## src/rtl/pllrd_pkg.sv

```systemverilog
package pllrd_pkg;
    localparam int ADDR_W     = 6;
    localparam int DATA_W     = 24;
    localparam int CMD_W      = 1;
    localparam int FIRST_DATA = CMD_W + ADDR_W + 1;   // edge that shows the first data bit
    localparam int LAST_EDGE  = FIRST_DATA + DATA_W;  // edge that restores lock status
    localparam int CNT_W      = $clog2(LAST_EDGE + 1);

    typedef logic [CNT_W-1:0]  edge_cnt_t;
    typedef logic [ADDR_W-1:0] reg_addr_t;
    typedef logic [DATA_W-1:0] reg_word_t;

    typedef struct packed {
        edge_cnt_t cnt;
        logic      is_read;
        reg_addr_t addr;
    } frame_t;

    function automatic logic in_data_phase(input edge_cnt_t c);
        return (c >= edge_cnt_t'(FIRST_DATA)) && (c <= edge_cnt_t'(LAST_EDGE - 1));
    endfunction

    function automatic logic shifts_on_edge(input edge_cnt_t c);
        return (c >= edge_cnt_t'(FIRST_DATA)) && (c <= edge_cnt_t'(LAST_EDGE - 2));
    endfunction
endpackage

```

## src/rtl/sclk_edge_det.sv

```systemverilog
module sclk_edge_det (
    input  logic clk,
    input  logic rst,
    input  logic sclk,
    output logic rise
);
    logic sclk_q;

    always_ff @(posedge clk) begin
        if (rst) sclk_q <= 1'b0;
        else     sclk_q <= sclk;
    end

    assign rise = sclk & ~sclk_q;
endmodule

```

## src/rtl/rd_frame_seq.sv

```systemverilog
module rd_frame_seq
    import pllrd_pkg::*;
(
    input  logic   clk,
    input  logic   rst,
    input  logic   sen,
    input  logic   sdi,
    input  logic   rise,
    output frame_t frame,
    output logic   fetch
);
    frame_t st;
    logic   fetch_q;

    always_ff @(posedge clk) begin
        if (rst) begin
            st      <= '0;
            fetch_q <= 1'b0;
        end else begin
            fetch_q <= 1'b0;
            if (!sen) begin
                st.cnt     <= '0;
                st.is_read <= 1'b0;
            end else if (rise && st.cnt != edge_cnt_t'(LAST_EDGE)) begin
                st.cnt <= st.cnt + 1'b1;
                if (st.cnt == '0)
                    st.is_read <= sdi;
                else if (st.cnt <= edge_cnt_t'(CMD_W + ADDR_W - 1))
                    st.addr <= {st.addr[ADDR_W-2:0], sdi};
                if (st.cnt == edge_cnt_t'(CMD_W + ADDR_W - 1) && st.is_read)
                    fetch_q <= 1'b1;
            end
        end
    end

    assign frame = st;
    assign fetch = fetch_q;

    assert_fetch_point_R3: assert property (@(posedge clk) disable iff (rst)
        fetch |-> (st.cnt == edge_cnt_t'(CMD_W + ADDR_W) && st.is_read));
    assert_fetch_single_R3: assert property (@(posedge clk) disable iff (rst)
        fetch |=> !fetch);
    assert_nonread_quiet_R2: assert property (@(posedge clk) disable iff (rst)
        !st.is_read |-> !fetch);
    assert_count_bound_R8: assert property (@(posedge clk) disable iff (rst)
        st.cnt <= edge_cnt_t'(LAST_EDGE));
    assert_abort_clears_R7: assert property (@(posedge clk) disable iff (rst)
        !sen |=> (st.cnt == '0 && !st.is_read));
endmodule

```

## src/rtl/rd_out_path.sv

```systemverilog
module rd_out_path
    import pllrd_pkg::*;
(
    input  logic      clk,
    input  logic      rst,
    input  logic      sen,
    input  logic      lock_in,
    input  logic      rise,
    input  logic      fetch,
    input  frame_t    frame,
    input  reg_word_t rf_rdata,
    output logic      sdo
);
    reg_word_t shreg;
    logic      lock_frz;
    logic      show_data;

    always_ff @(posedge clk) begin
        if (rst) begin
            shreg    <= '0;
            lock_frz <= 1'b0;
        end else begin
            if (!sen)
                lock_frz <= lock_in;
            if (fetch)
                shreg <= rf_rdata;
            else if (sen && rise && frame.is_read && shifts_on_edge(frame.cnt))
                shreg <= {shreg[DATA_W-2:0], 1'b0};
        end
    end

    assign show_data = sen && frame.is_read && in_data_phase(frame.cnt);

    always_comb begin
        if (show_data)
            sdo = shreg[DATA_W-1];
        else if (sen && frame.cnt < edge_cnt_t'(FIRST_DATA))
            sdo = lock_frz;
        else
            sdo = lock_in;
    end

    assert_freeze_hold_R6: assert property (@(posedge clk) disable iff (rst)
        (sen && $past(sen) && frame.cnt < edge_cnt_t'(FIRST_DATA)) |-> $stable(sdo));
    assert_idle_live_R7: assert property (@(posedge clk) disable iff (rst)
        !sen |-> (sdo == lock_in));
    assert_restore_live_R5: assert property (@(posedge clk) disable iff (rst)
        (sen && frame.cnt == edge_cnt_t'(LAST_EDGE)) |-> (sdo == lock_in));
    assert_nonread_pin_R2: assert property (@(posedge clk) disable iff (rst)
        (sen && !frame.is_read && frame.cnt >= edge_cnt_t'(FIRST_DATA)) |-> (sdo == lock_in));
endmodule

```

## src/rtl/pll_serial_rd_slave.sv

```systemverilog
module pll_serial_rd_slave
    import pllrd_pkg::*;
(
    input  logic              clk,
    input  logic              rst,
    input  logic              sclk,
    input  logic              sen,
    input  logic              sdi,
    input  logic              lock_in,
    output logic [ADDR_W-1:0] rf_addr,
    output logic              rf_re,
    input  logic [DATA_W-1:0] rf_rdata,
    output logic              sdo
);
    logic   rise;
    logic   fetch;
    frame_t frame;

    sclk_edge_det u_edge (
        .clk  (clk),
        .rst  (rst),
        .sclk (sclk),
        .rise (rise)
    );

    rd_frame_seq u_seq (
        .clk   (clk),
        .rst   (rst),
        .sen   (sen),
        .sdi   (sdi),
        .rise  (rise),
        .frame (frame),
        .fetch (fetch)
    );

    rd_out_path u_out (
        .clk      (clk),
        .rst      (rst),
        .sen      (sen),
        .lock_in  (lock_in),
        .rise     (rise),
        .fetch    (fetch),
        .frame    (frame),
        .rf_rdata (rf_rdata),
        .sdo      (sdo)
    );

    assign rf_addr = frame.addr;
    assign rf_re   = fetch;

    assert_reset_pin_R1: assert property (@(posedge clk)
        rst |=> (!rf_re && sdo == lock_in));
endmodule

```

## config.mk

```make
export PLATFORM = sky130hd
export DESIGN_NAME = pll_serial_rd_slave
export DESIGN_NICKNAME = d
export VERILOG_FILES = /design/src/rtl/pllrd_pkg.sv /design/src/rtl/sclk_edge_det.sv /design/src/rtl/rd_frame_seq.sv /design/src/rtl/rd_out_path.sv /design/src/rtl/pll_serial_rd_slave.sv
export SDC_FILE = /design/constraint.sdc
export NUM_CORES = 1
export LEC_CHECK = 0
export ABC_AREA = 1
export BUFFER_PORTS_ARGS = -buffer_cell sky130_fd_sc_hd__clkbuf_2
export CAP_MARGIN = 0
export CORE_MARGIN = 2
export CORE_UTILIZATION = 32
export CTS_BUF_LIST = sky130_fd_sc_hd__clkbuf_4 sky130_fd_sc_hd__clkbuf_8
export DETAILED_ROUTE_END_ITERATION = 6
export PLACE_DENSITY_LB_ADDON = 0.25
export SYNTH_ARGS = -nofsm -noshare
export SYNTH_HDL_FRONTEND = slang
export SYNTH_SLANG_ARGS = --single-unit
```

## constraint.sdc

```tcl
create_clock -name clk -period 2 [get_ports clk]
set_input_delay 0.6 -clock clk [delete_from_list [all_inputs] [get_ports clk]]
set_output_delay 0.6 -clock clk [all_outputs]
set_load 0.05 [all_outputs]
```

# == Word-level counts from Yosys, hierarchy flattened ==
# Index checks and enable logic that the tools add are counted.
# classes
addsub,1
n_lt_le_gt_ge,5
n_eq_ne,2
n_mux,5
n_bitwise,5
n_reduce_logical,16
# op_table
op,count
two-way mux 24 bit,2
"<= comparator 6 x 5 -> 1 bit, second input constant",2
logical AND 1 bit,10
"adder 6 x 1 -> 6 bit, second input constant",1
"== test 6 x 3 -> 1 bit, second input constant",1
">= comparator 6 x 4 -> 1 bit, second input constant",1
"<= comparator 6 x 3 -> 1 bit, second input constant",1
logical NOT 6 bit,1
"less-than comparator 6 x 4 -> 1 bit, second input constant",1
"inequality test 6 bit, second input constant",1
NOT 1 bit,4
AND reduction 4 bit,1
two-way mux 1 bit,3
OR reduction 3 bit,1
AND reduction 2 bit,1
nonzero test 2 bit,1
OR reduction 2 bit,1
bitwise AND 1 bit,1
# totals
register_bits,40
input_bits,30
out_inout_bits,8
elab_cells,41

# == Depth between registers and ports, before layout ==
# Gate-level depths: netlist of the first run.
# logic_depth
word_depth,7
mapped_depth,11
depth_no_buf,10

# == Modules after synthesis ==
# From an unflattened synthesis of the first run, not the netlist that was laid out.
# hier_totals
hier_cells,314
hier_area_um2,2147.1
# by_module_without_submodules
module,instances,cells_each,area_per_inst_um2,seq_area_each_um2
rd_out_path,1,206,1360.1,500.5
rd_frame_seq,1,104,755.7,280.3
sclk_edge_det,1,4,31.3,20.0

# == Worst setup path before layout of the first run ==
# Ideal clock, no wire load.
# synth_timing
kind,input -> output
start,in sen
end,out sdo
arrival_ps,1886
required_ps,1400
slack_ps,-486
path_stages,4
cell_sequence,nand3_1 nand2_1 o21ai_0 o21ai_0
# synth_between
elab_chain_len,3
elab_cells_between_ends,5
# synth_lines
element,line_no,source
"start, declared",pll_serial_rd_slave.sv:7,"input logic sen,"
"logical AND 1 bit, on equally long branches","rd_out_path.sv:37, rd_out_path.sv:32",
two-way mux 1 bit or logical AND 1 bit (tied branches),"rd_out_path.sv:37, rd_out_path.sv:32",
two-way mux 1 bit (*),rd_out_path.sv:35,if (show_data)
"end, declared",pll_serial_rd_slave.sv:13,output logic sdo
# Every way passes the cells marked *; elsewhere a longest branch is shown, timed or not.

# == Worst setup path in the final report of the first run ==
# layout_timing
start,"reg u_seq.st, in the netlist u_seq.frame[11]"
end,out sdo
# layout_between
elab_chain_len,4
elab_cells_between_ends,8
# layout_lines
element,line_no,source
"start, declared",rd_frame_seq.sv:12,frame_t st;
less-than comparator 6 x 4 -> 1 bit (tied with other cells),rd_out_path.sv:37,else if (sen && frame.cnt < edge_cnt_t'(FIRST_DATA))
"logical AND 1 bit, on equally long branches","rd_out_path.sv:37, pllrd_pkg.sv:20",
two-way mux 1 bit or logical AND 1 bit (tied branches),"rd_out_path.sv:37, rd_out_path.sv:32",
two-way mux 1 bit (*),rd_out_path.sv:35,
# Marks and branches as above.

==> impl_metrics.py, run 1 <==
metrics = {
    "cells_and_area": {
        "diodes": 0,
        "fin_nets": 375,
        "drive_gt1_share_pct": 18.7,
        "area_growth_pct": 19.4,
        "stdcell_count": 418,
    },
    "worst_setup_path": {
        "critical_path_arrival_ps": 1350,
        "worstSetupPathType": "reg -> out",
        "path_cells": "buf_4 -> o21ai_1 -> nor2_2 -> o21ai_2 -> buf_12",
        "crit_buf_inv": 2,
        "cpMaxStageDelayCell": "dfxtp_4",
        "required_ps": 1400,
        "worstReg2RegEnd": "u_out.shreg[1]",
        "start_kind": "register",
        "rr_worst_depth": 9,
        "critPathTopFamily": "flip-flops",
        "cp_max_fo": 3,
        "r2r_setup_slack_ps": 250,
        "r2r_start": "u_seq.frame[7]",
        "end_kind": "output pin",
        "worst_path_largest_cell_delay_ps": 360,
    },
    "cts": {
        "cts_root_buffer": "clkbuf_8",
        "clkLatencyLatePin_ps": 290,
        "clk_path_buf_depth": 2,
        "clk_pin_slew_worst_paths_ps": 80,
        "clock-sinks": 40,
        "cts_buffers": 5,
        "cts_tree": "done",
        "cts_hold_buf": 0,
        "htreeDepth": 2,
    },
    "yosys": {
        "synth-edff-count": 0,
        "ys_seq_elements": 40,
        "mappedNetlistArea_um2": 2000,
        "yosysWarnings": 0,
        "ys_seq_area_share_pct": 40.0,
        "synth_cell_types": 24,
        "postSynthAreaPerCell_um2": 6.46,
        "synthFlopType": "dfxtp_1",
        "syn_inst": 310,
        "async_flop_share_pct": 0,
        "synth_nets": 343,
    },
    "die": {
        "io_pins": 38,
        "dieArea_um2": 6910,
        "initial_utilization_pct": 33.4,
        "die_w_um": 83.1,
        "die_y_um": 83.1,
        "fp-row-count": 28,
        "coreArea_um2": 5990,
    },
    "global_routing": {
        "overflow": 0,
        "grt_pass1_vias": 1835,
        "track_usage_pct": 13.9,
        "antenna_found_initial": 0,
        "grt_pass1_wl_um": 8120,
        "grt_max_degree": 26,
    },
    "run_status": {
        "status": "finished, final reports clean",
    },
    "routing": {
        "drt_pass1_iterations": 4,
        "ant_nets": 0,
        "wirelength_um": 4590,
        "viasPerCell": 4.64,
        "vias": 1941,
        "post-route-drc-count": 0,
        "routedWlPerCell_um": 11.0,
        "drt-initial-drc-count": 143,
    },
    "sta": {
        "maxSlewViolCount": 0,
        "fin_crit_ps": 1950,
        "post-route-period-util_pct": 97.7,
        "tightest_slew_ps": 390,
        "worst_slew_margin_rel_pct": 73.9,
        "hold_violations": 0,
        "fin_setup_tns_ps": 0,
        "setup_violations": 0,
        "fmax_mhz": 512,
        "clock-skew-final_ps": 11.6,
    },
    "pwr": {
        "p_int_uw": 1230,
        "power.share.switching_pct": 23.9,
        "pwr_density_cell_nw_per_um2": 673,
        "ir_drop_v": 0.000336,
        "p_sw_uw": 385,
        "clkPwrFrac_pct": 42.4,
        "finalPower_uw": 1610,
        "pwr-share-seq_pct": 50.3,
        "power_frac_comb_pct": 7.4,
        "power_leakage_uw": 0.00107,
    },
    "min_path": {
        "hp-class": "reg -> reg",
        "min_from": "u_out.shreg[8]",
        "whs_endpoint": "u_out.shreg[8]",
        "hold_depth": 2,
    },
    "placement": {
        "place.gp.congestion": 0.794,
        "port_buffers": 37,
        "dp.cells": 408,
        "dpl.hpwl_um": 3110,
    },
    "job": {
        "max-cap-violations": 0,
    },
}
power by group through the flow:
stage          clock network [uW]  logic (uW)  registers [uW]
6_report                      683         118             810
5_1_grt                       738         136             811
4_1_cts                       704         121             810
3_5_place_dp                    0         120             830
3_3_place_gp                    0         119             830
2_1_floorplan                   0        70.3             828
kinds of logic (layout without fill, tap and decap cells):
kind of cell               after synthesis  count (layout)  synth area share, %
DFF                                     40              40                 40.0
muxes                                    1               1                0.500
and+or+nand+nor                        183             183                 37.7
buffers and inverters                   45              78                 10.3
xor gates and xnor gates                 1               1                0.437
adders and majority gates                3               3                 1.87
AOI/OAI and AO/OA                       37              37                 9.24
tightest hold or removal path: stages (launching register included):
cell	delay [ps]
dfxtp_1	310
nand3_1	70
a21oi_1	60
flip-flops by register name, summed over array words and instances (netlist names):
register / flops
u_seq.frame: 13
u_edge.sclk_q: 1
u_out.lock_frz: 1
u_out.shreg: 24
u_seq.fetch: 1
cell type report:
type,count,area (um2)
Multi-Input combinational cell,225,1010
Sequential cell,40,806
Timing Repair Buffer,46,280
Clock buffer,5,68.8
Tap cell,75,93.8
Inverter,24,90.1
Clock inverter,3,46.3
Fill cell,664,3600
routing by layer:
metal | part of all wire (%) | GRT usage, % | up-vias
met5 | 0 | 0 | -
met4 | 0.63 | 3.13 | 0
met3 | 4.7 | 3.28 | 4
met2 | 45 | 23.7 | 41
met1 | 49 | 18.0 | 857
li1 | - | - | 1039
how the worst max path moves through the flow:
stage                          startpoint  cells past startpoint   to
after floorplan                       sen                      4  sdo
after global placement                sen                      6  sdo
after detailed placement              sen                      6  sdo
after CTS                 u_seq.frame[11]                      6  sdo
after global routing      u_seq.frame[11]                      6  sdo
final                     u_seq.frame[11]                      5  sdo
cell usage after synthesis (2+ instances only):
master / count / area, um2
clkbuf_1: 4 / 15.0
nor2_1: 23 / 86.3
nand4_1: 3 / 18.8
buf_4: 8 / 60.1
o21ai_0: 8 / 40.0
nor3_1: 2 / 10.0
buf_1: 3 / 11.3
nand2_1: 119 / 447
buf_2: 6 / 30.0
ha_1: 3 / 37.5
inv_2: 2 / 7.51
a21oi_1: 28 / 140
dfxtp_1: 40 / 801
inv_1: 22 / 82.6
nand3_1: 30 / 150
layout by cell type, fill, tap and decap left out:
cell type	count
a21oi_1	28
and3_1	1
buf_12	2
buf_4	8
bufinv_16	1
clkbuf_2	36
clkbuf_8	5
clkinvlp_4	1
dfxtp_1	38
dfxtp_2	1
dfxtp_4	1
ha_1	3
inv_1	22
inv_2	2
inv_6	1
mux2i_1	1
nand2_1	119
nand2_2	1
nand3_1	29
nand3_2	2
nand4_1	3
nor2_1	22
nor2_2	2
nor3_1	2
nor3b_1	1
nor4_1	1
o21ai_0	6
o21ai_1	2
o21ai_2	1
xor2_1	1
metrics by stage:
| stage | utilization, % | area, um2 | hold WS [ps] | setup WS [ps] |
|---|---|---|---|---|
| floorplan | - | 2010 | 456 | 129 |
| global placement | 37.6 | 2250 | 470 | 54.5 |
| detailed placement | 37.6 | 2250 | 475 | 54.2 |
| CTS | 39.8 | 2390 | 487 | 13.6 |
| global route | 39.9 | 2390 | 506 | -1.50 |
| finish | 39.9 | 2390 | 484 | 45.3 |
what timing repair did:
item | in CTS | in global routing
gates resized for setup | 4 | 2
gates cloned | 0 | 0
setup buffers | 2 | 0
setup endpoints to repair | 1 | 1
hold endpoints to repair | 0 | 0
pin swaps | 2 | 1
Power figures use the tool's default switching activity.
==> run 2: changes to the inputs <==
==> constraint.sdc (replaced) <==
create_clock -name clk -period 2.3 [get_ports clk]
set_input_delay 0.69 -clock clk [delete_from_list [all_inputs] [get_ports clk]]
set_output_delay 0.69 -clock clk [all_outputs]
set_load 0.05 [all_outputs]
==> run 2 against run 1 <==
Compared with the run above:
- non-clock buffer count shrank 4
- combinational power shrank 17%
- core utilization shrank 1.0 points
- clock skew shrank 5.4 ps
- final area shrank 2.6%
==> impl_metrics.py, run 2 (synthesis results as in run 1) <==
metrics = {
    "placement": {
        "place.gp.congestion": 0.834,
        "dpl.hpwl_um": 3020,
        "port_buffers": 37,
        "dpl_cell_area_um2": 2200,
    },
    "worst_setup_path": {
        "r2r_setup_slack_ps": 590,
        "end_kind": "output pin",
        "rr_worst_depth": 8,
        "cpMaxStageDelayCell": "dfxtp_1",
        "path_cells": "nor2_2 -> nand3_1 -> nand2_1 -> o21ai_0 -> o21ai_1 -> buf_4",
        "cp_max_fo": 6,
        "critical_path_arrival_ps": 1500,
        "critPathTopFamily": "flip-flops",
        "start_kind": "register",
        "crit_buf_inv": 1,
        "worst_path_largest_cell_delay_ps": 370,
        "required_ps": 1610,
        "crit_cells": 6,
        "worstSetupPathType": "reg -> out",
    },
    "sta": {
        "worst_slew_margin_rel_pct": 65.9,
        "tightest_slew_ps": 508,
        "rsz0062_at_grt": "no",
        "fin_crit_ps": 2190,
        "post-route-period-util_pct": 95.4,
        "fmax_mhz": 456,
        "setup_violations": 0,
        "fin_setup_tns_ps": 0,
        "holdWs_ps": 483,
        "clock-skew-final_ps": 6.15,
        "maxSlewViolCount": 0,
        "hold_violations": 0,
    },
    "cells_and_area": {
        "fillCellCount": 666,
        "final_common_cell": "nand2_1",
        "seqCellArea_um2": 801,
        "top_register": "u_out.shreg",
        "multiInputGateArea_um2": 998,
        "area_growth_pct": 16.3,
        "fin_nets": 371,
        "mostFrequentLayoutCells": "nand2_1, dfxtp_1, clkbuf_2",
        "drive_gt1_share_pct": 16.5,
        "largest_reg_flops": 24,
        "diodes": 0,
        "design_area_um2": 2330,
    },
    "routing": {
        "routed.top_layer": "met4",
        "route.met3.wl_um": 223,
        "ant_nets": 0,
        "met1_length_um": 2200,
        "drt_pass1_iterations": 4,
        "wirelength_um": 4500,
        "met2_length_um": 2030,
        "routedWlPerCell_um": 10.9,
        "viasPerCell": 4.59,
        "post-route-drc-count": 0,
        "drt-initial-drc-count": 104,
        "vias": 1901,
    },
    "die": {
        "die_w_um": 83.1,
        "initial_utilization_pct": 33.4,
        "fp-row-count": 28,
        "dieArea_um2": 6910,
        "die_y_um": 83.1,
        "io_pins": 38,
        "coreArea_um2": 5990,
    },
    "global_routing": {
        "grt_pass1_vias": 1797,
        "antenna_found_initial": 0,
        "overflow": 0,
        "grt_max_degree": 35,
        "grt_pass1_wl_um": 7890,
        "track_usage_pct": 13.6,
    },
    "pwr": {
        "pwr_density_cell_nw_per_um2": 605,
        "ir_drop_v": 0.000371,
        "power_leakage_uw": 0.00104,
    },
    "cts": {
        "cts_hold_buf": 0,
        "cts_buffers": 5,
        "cts_tree": "done",
        "clk_path_buf_depth": 2,
        "htreeDepth": 2,
        "cts_root_buffer": "clkbuf_8",
        "clk_pin_slew_worst_paths_ps": 80,
        "cts_resized": 2,
        "clkLatencyLatePin_ps": 290,
        "cts_setup_buffers": 0,
        "clock-sinks": 40,
    },
    "min_path": {
        "hold_depth": 2,
        "hp-class": "reg -> reg",
    },
    "run_status": {
        "status": "finished, final reports clean",
    },
    "job": {
        "max-cap-violations": 0,
    },
}
-- run 2: metrics by stage --
stage	utilization (%)	std cells	power [uW]	setup slack (ps)
floorplan	-	310	781	7.74
global placement	36.8	406	819	84.7
detailed placement	36.8	406	819	56.1
CTS	38.9	414	1440	63.7
global route	38.9	414	1470	26.9
finish	38.9	414	1410	105
-- run 2: power by group --
part | internal (uW) | switching, uW
combinational | 36.0 | 62.4
clock | 355 | 251
sequential | 699 | 5.91
-- run 2: path summary, 6_finish.rpt --
| path | start | to |
|---|---|---|
| setup / recovery | u_seq.frame[11] | sdo |
| hold / removal | u_out.shreg[0] | u_out.shreg[0] |
| setup reg to reg | u_seq.frame[7] | u_out.shreg[12] |
| hold reg to reg | u_out.shreg[0] | u_out.shreg[0] |
-- run 2: area by class of cell --
type,count,share of cell area [%]
Tap cell,75,4.03
Timing Repair Buffer,42,9.67
Sequential cell,40,34.4
Clock inverter,2,1.66
Clock buffer,6,3.54
Inverter,24,3.87
Multi-Input combinational cell,225,42.9
-- run 2: worst reg2reg max path, stage by stage (launching register included) --
cell and delay, ps:
dfxtp_1 420, inv_1 130, ha_1 210, nor2_1 120, nand3_1 90, nand3_2 110, nand2_2 280, nand2_1 170
a21oi_1 70
-- run 2: per-layer routing --
metal	up-vias	global-route usage, %
li1	1029	-
met1	827	17.9
met2	40	22.1
met3	5	3.38
met4	0	4.02
met5	-	0
